## src/rtl/trapctl_pkg.sv

```systemverilog
package trapctl_pkg;

  localparam int STATUS_W = 32;
  localparam int PRIV_W = 2;

  localparam logic [PRIV_W-1:0] PRIV_USER = 2'd0;
  localparam logic [PRIV_W-1:0] PRIV_SUP  = 2'd1;
  localparam logic [PRIV_W-1:0] PRIV_MACH = 2'd3;

  // bit positions software decodes
  localparam int BIT_TRAPVM   = 20;
  localparam int BIT_WAITTRAP = 21;
  localparam int BIT_RETTRAP  = 22;
  localparam int FLT_LO       = 13;
  localparam int EXT_LO       = 15;
  localparam int SUMMARY_BIT  = 31;

  typedef enum logic [1:0] {
    OP_FENCE  = 2'd0,
    OP_RET    = 2'd1,
    OP_WAIT   = 2'd2,
    OP_BASERD = 2'd3
  } opClass_e;

  typedef struct packed {
    logic trapVm;
    logic waitTrap;
    logic retTrap;
  } trapBits_t;

  typedef struct packed {
    logic wrStatus;
    logic decide;
  } ctlStrobe_t;

  // bits software may change
  function automatic logic [STATUS_W-1:0] writeMask(input bit hasExt);
    logic [STATUS_W-1:0] m;
    m = '0;
    m[1] = 1'b1;   // supervisor interrupt enable
    m[3] = 1'b1;   // machine interrupt enable
    m[5] = 1'b1;   // supervisor previous enable
    m[7] = 1'b1;   // machine previous enable
    m[8] = 1'b1;   // supervisor previous level
    m[12:11] = 2'b11; // machine previous level
    m[FLT_LO+1:FLT_LO] = 2'b11;
    m[17] = 1'b1;  // modify-privilege
    m[18] = 1'b1;  // user-page protect
    m[19] = 1'b1;  // make-executable-readable
    m[BIT_TRAPVM] = 1'b1;
    m[BIT_WAITTRAP] = 1'b1;
    m[BIT_RETTRAP] = 1'b1;
    if (hasExt) m[EXT_LO+1:EXT_LO] = 2'b11;
    return m;
  endfunction

endpackage

```

## src/rtl/trapctl_datapath.sv

```systemverilog
module trapctl_datapath
  import trapctl_pkg::*;
#(
  parameter bit HAS_EXT = 1'b0
) (
  input  logic                clk,
  input  logic                rstN,
  input  ctlStrobe_t          strobe,
  input  logic [STATUS_W-1:0] wrData,
  output logic [STATUS_W-1:0] statusWord,
  output trapBits_t           trapBits
);

  localparam logic [STATUS_W-1:0] WMASK = writeMask(HAS_EXT);

  logic [STATUS_W-2:0] statusReg;
  logic [STATUS_W-2:0] statusNext;
  logic                dirtySummary;

  always_comb begin
    statusNext = statusReg;
    if (strobe.wrStatus)
      statusNext = (statusReg & ~WMASK[STATUS_W-2:0]) | (wrData[STATUS_W-2:0] & WMASK[STATUS_W-2:0]);
  end

  always_ff @(posedge clk) begin
    if (!rstN) statusReg <= '0;
    else       statusReg <= statusNext;
  end

  always_comb begin
    dirtySummary = (statusReg[FLT_LO+1:FLT_LO] == 2'b11) ||
                   (statusReg[EXT_LO+1:EXT_LO] == 2'b11);
  end

  assign statusWord = {dirtySummary, statusReg};

  assign trapBits.trapVm   = statusReg[BIT_TRAPVM];
  assign trapBits.waitTrap = statusReg[BIT_WAITTRAP];
  assign trapBits.retTrap  = statusReg[BIT_RETTRAP];

endmodule

```

## src/rtl/trapctl_control.sv

```systemverilog
module trapctl_control
  import trapctl_pkg::*;
(
  input  logic              clk,
  input  logic              rstN,
  input  logic              csrWrEn,
  input  logic              opValid,
  input  logic [1:0]        opClass,
  input  logic [PRIV_W-1:0] curPriv,
  input  trapBits_t         trapBits,
  output ctlStrobe_t        strobe,
  output logic              allow,
  output logic              illegal
);

  opClass_e          opKind;
  logic [PRIV_W-1:0] reqLevel;
  logic              levelOk;
  logic              allowQ;
  logic              illegalQ;

  assign opKind = opClass_e'(opClass);

  always_comb begin
    reqLevel = PRIV_SUP;
    unique case (opKind)
      OP_FENCE:  reqLevel = trapBits.trapVm   ? PRIV_MACH : PRIV_SUP;
      OP_RET:    reqLevel = trapBits.retTrap  ? PRIV_MACH : PRIV_SUP;
      OP_WAIT:   reqLevel = trapBits.waitTrap ? PRIV_MACH : PRIV_SUP;
      OP_BASERD: reqLevel = trapBits.trapVm   ? PRIV_MACH : PRIV_SUP;
      default:   reqLevel = PRIV_MACH;
    endcase
  end

  assign levelOk = (curPriv >= reqLevel);

  always_comb begin
    strobe.wrStatus = csrWrEn;
    strobe.decide   = opValid;
  end

  always_ff @(posedge clk) begin
    if (!rstN) begin
      allowQ   <= 1'b0;
      illegalQ <= 1'b0;
    end else begin
      allowQ   <= strobe.decide && levelOk;
      illegalQ <= strobe.decide && !levelOk;
    end
  end

  assign allow   = allowQ;
  assign illegal = illegalQ;

endmodule

```

## src/rtl/trapctl_top.sv

```systemverilog
module trapctl_top
  import trapctl_pkg::*;
#(
  parameter bit HAS_EXT = 1'b0
) (
  input  logic        clk,
  input  logic        rstN,
  input  logic        csrWrEn,
  input  logic [31:0] csrWrData,
  input  logic        opValid,
  input  logic [1:0]  opClass,
  input  logic [1:0]  curPriv,
  output logic [31:0] statusOut,
  output logic        allow,
  output logic        illegal
);

  ctlStrobe_t strobe;
  trapBits_t  trapBits;

  trapctl_control u_ctl (
    .clk      (clk),
    .rstN     (rstN),
    .csrWrEn  (csrWrEn),
    .opValid  (opValid),
    .opClass  (opClass),
    .curPriv  (curPriv),
    .trapBits (trapBits),
    .strobe   (strobe),
    .allow    (allow),
    .illegal  (illegal)
  );

  trapctl_datapath #(.HAS_EXT(HAS_EXT)) u_dp (
    .clk        (clk),
    .rstN       (rstN),
    .strobe     (strobe),
    .wrData     (csrWrData),
    .statusWord (statusOut),
    .trapBits   (trapBits)
  );

endmodule

```

## config.mk

```make
export PLATFORM = sky130hd
export DESIGN_NAME = trapctl_top
export DESIGN_NICKNAME = d
export VERILOG_FILES = /design/src/rtl/trapctl_pkg.sv /design/src/rtl/trapctl_datapath.sv /design/src/rtl/trapctl_control.sv /design/src/rtl/trapctl_top.sv
export SDC_FILE = /design/constraint.sdc
export NUM_CORES = 1
export LEC_CHECK = 0
export ABC_AREA = 1
export BUFFER_PORTS_ARGS = -buffer_cell sky130_fd_sc_hd__buf_2
export CAP_MARGIN = 20
export CORE_MARGIN = 4
export CORE_UTILIZATION = 38
export CTS_CLUSTER_SIZE = 14
export DETAILED_ROUTE_END_ITERATION = 7
export PLACE_DENSITY_LB_ADDON = 0.12
export SLEW_MARGIN = 20
export SYNTH_ARGS = -nofsm -noshare
export SYNTH_HDL_FRONTEND = slang
export SYNTH_SLANG_ARGS = --single-unit
```

## constraint.sdc

```tcl
create_clock -name clk -period 3.3 [get_ports clk]
set_input_delay 0.66 -clock clk [delete_from_list [all_inputs] [get_ports clk]]
set_output_delay 0.66 -clock clk [all_outputs]
set_load 0.1 [all_outputs]
```

==> summary.txt <==
Clocking
  • Clock Latency Late Sink: 280 ps
  • H-tree depth: 1
  • Setup bufs post-CTS: 0
  • Post-cts sizing count: 0
  • Clk root buf: clkbuf_4
  • TritonCTS clock tree: yes
  • Cts bufs inserted: 3
  • Clock Tree Buf Depth: 2
  • Clock Pin Slew Worst Setup and Hold Paths: roughly 90 ps
  • Post-CTS Hold Buffers: 0
  • Clock sink count: 17

Synthesis
  • Yosys top cell area share: 0.431
  • Post-synth ARST share: 0
  • Cell taking the most area after synthesis: dfxtp_1
  • Post-synth cell types: 15
  • FF+latch count, synth: 17
  • Mapped Avg Cell Area: 7.67 um2
  • Synth Flop Type: dfxtp_1
  • Yosys warning total: 0
  • Mapped cell area: just under 800 um2
  • Seq/Total Area, Yosys: 0.431
  • Syn Inst Count: 103
  • EDFF count, synth: 0
  • Synth area leaders: dfxtp_1, buf_4, nor2_1

Floorplanning
  • Die Wd: between 50 and 60 um
  • Die ar.: between 0.002 and 0.003 mm2
  • Core Rows: 16
  • Die Ht: 53.6 um
  • I/O pin cnt: 74
  • Area of the core: just under 0.002 mm2
  • Initial Util: 0.402

Final layout
  • Most frequent cells in the layout: buf_2, nor2_1, dfxtp_1, conb_1, o21ai_0
  • # diodes: 0
  • Final core utilization: 0.487
  • Layout area overhead: 20.9%
  • Commonest non-fill, non-tap cell in the layout: buf_2
  • # fillers: between 200 and 250
  • Fraction of layout cells with a size suffix above 1: 0.317
  • NumNets Final: 186
  • Post-Layout Cell Count: 169

Global routing
  • Vias in the first global route: between 600 and 700
  • Initial antenna violation count: 0
  • First-pass GRT wire length: 2490 um
  • Largest net degree at the start of global routing: 17
  • Total overflow reported by the global router: 0
  • Tot GR Track Use: 0.121

STA
  • Final Hold Viols: 0
  • Clock skew: 4.19 ps
  • Final min period: 1810 ps
  • Final TNS setup: 0 ps
  • Achievable frequency: roughly 0.55 GHz
  • Max Slew Vio Count: 0
  • Setup slack after layout: 1490 ps
  • RSZ-0062 raised after global routing: false
  • Share of the clock period used by the worst path: 0.548
  • Number of setup violations in the final report: 0

Pwr
  • Tot Pwr: 0.574 mW
  • Leakage: 0.543 nW
  • Max VDD drop: 0.249 mV
  • Pwr/cell area: 601 mW/mm2

Route
  • Routed len/inst: 9.76 um
  • DR vias: 696
  • Routed Wire Length: 1650 um
  • ANT nets after route: 0
  • Iteration-0 DRC Markers: 12
  • DRC Markers: 0
  • DRT Pass-1 Iters: 4
  • Vias per inst: around 4.1

Placement
  • Port Buffer Count: 40
  • GPL Wtd Cong: roughly 0.65
  • Place WS: 1490 ps
  • Cells after DPL: 165

Worst setup path
  • CP Cell Sequence: nand2_1 > inv_1 > buf_2
  • Nature of the critical path endpoint: output pin
  • Slowest stage delay, CP: 410 ps
  • Crit start category: register
  • Crit path DAT: 1150 ps
  • Setup CP Type: register to output pin
  • WP data required: ~2600 ps
  • CP max stage cell: buf_2
  • Cell family with most CP delay: buffers and inverters
  • Crit Path Max Fanout: 3
  • WP buf/inv: 2

Run status
  • Status: completed

Worst hold path
  • Worst hold path class: register to register

Run
  • MaxCap Viol Count: 0
-- final timing paths --
path	start	end	slack [ps]	cells after the start
setup / recovery	u_dp.statusReg[14]$_SDFFE_PN0P_	statusOut[31]	1490	3
hold / removal	u_dp.statusReg[18]$_SDFFE_PN0P_	u_dp.statusReg[18]$_SDFFE_PN0P_	510	2
setup reg to reg	u_dp.statusReg[22]$_SDFFE_PN0P_	u_ctl.illegal$_SDFF_PN0_	2140	6
hold reg to reg	u_dp.statusReg[18]$_SDFFE_PN0P_	u_dp.statusReg[18]$_SDFFE_PN0P_	510	2
-- cell usage after synthesis, types with 2 or more instances --
cell type and instances:
dfxtp_1 17, o21ai_0 13, inv_1 5, buf_4 18, nand2_1 7, ha_1 3, o21ai_1 2, nor2_1 31
-- area by class of cell --
| cell class | count | area [um2] | share of cell area |
|---|---|---|---|
| inverters | 6 | 22.5 | 0.0236 |
| clock buffers | 4 | 26.3 | 0.0275 |
| repair buffers | 40 | 200 | 0.210 |
| well taps | 27 | 33.8 | 0.0354 |
| multi-input cells | 75 | 332 | 0.347 |
| flip-flops and latches | 17 | 340 | 0.356 |
-- cell families (layout without fill, tap and decap cells) --
family,count (synthesis),after routing,synth area share
compound gates,16,16,0.101
fa+ha+maj,3,3,0.0475
buf+inv,26,50,0.220
flops,17,17,0.431
other cells,1,16,0.00475
simple gates,40,40,0.195
-- worst min-delay path, stage by stage (launching register included) --
cell and delay, ps:
dfxtp_1 330, o21ai_0 70, nor2_1 80
-- stage by stage --
stage / hold slack, ps / cell area (um2)
after CTS: 510 / 955
after global placement: 473 / 928
after global routing: 543 / 955
after floorplan: 795 / 846
final: 509 / 955
after detailed placement: 485 / 928
-- per-layer routing --
layer | GRT usage | wire (um) | vias up
met2 | 0.206 | 786 | 32
met3 | 0.0305 | 175 | 2
met5 | 0 | 0 | -
li1 | - | - | 364
met4 | 0.0766 | 13 | 0
met1 | 0.134 | 674 | 298
-- registers in the layout (all words and copies together) (netlist names) --
signal / count
u_dp.statusReg: 15
u_ctl.allow: 1
u_ctl.illegal: 1
-- where the power goes --
group          switching (mW)  internal [mW]
clock                  0.0585         0.0468
sequential            0.00676          0.219
combinational           0.213         0.0296
total                   0.278          0.296
Power figures use the tool's default switching activity.
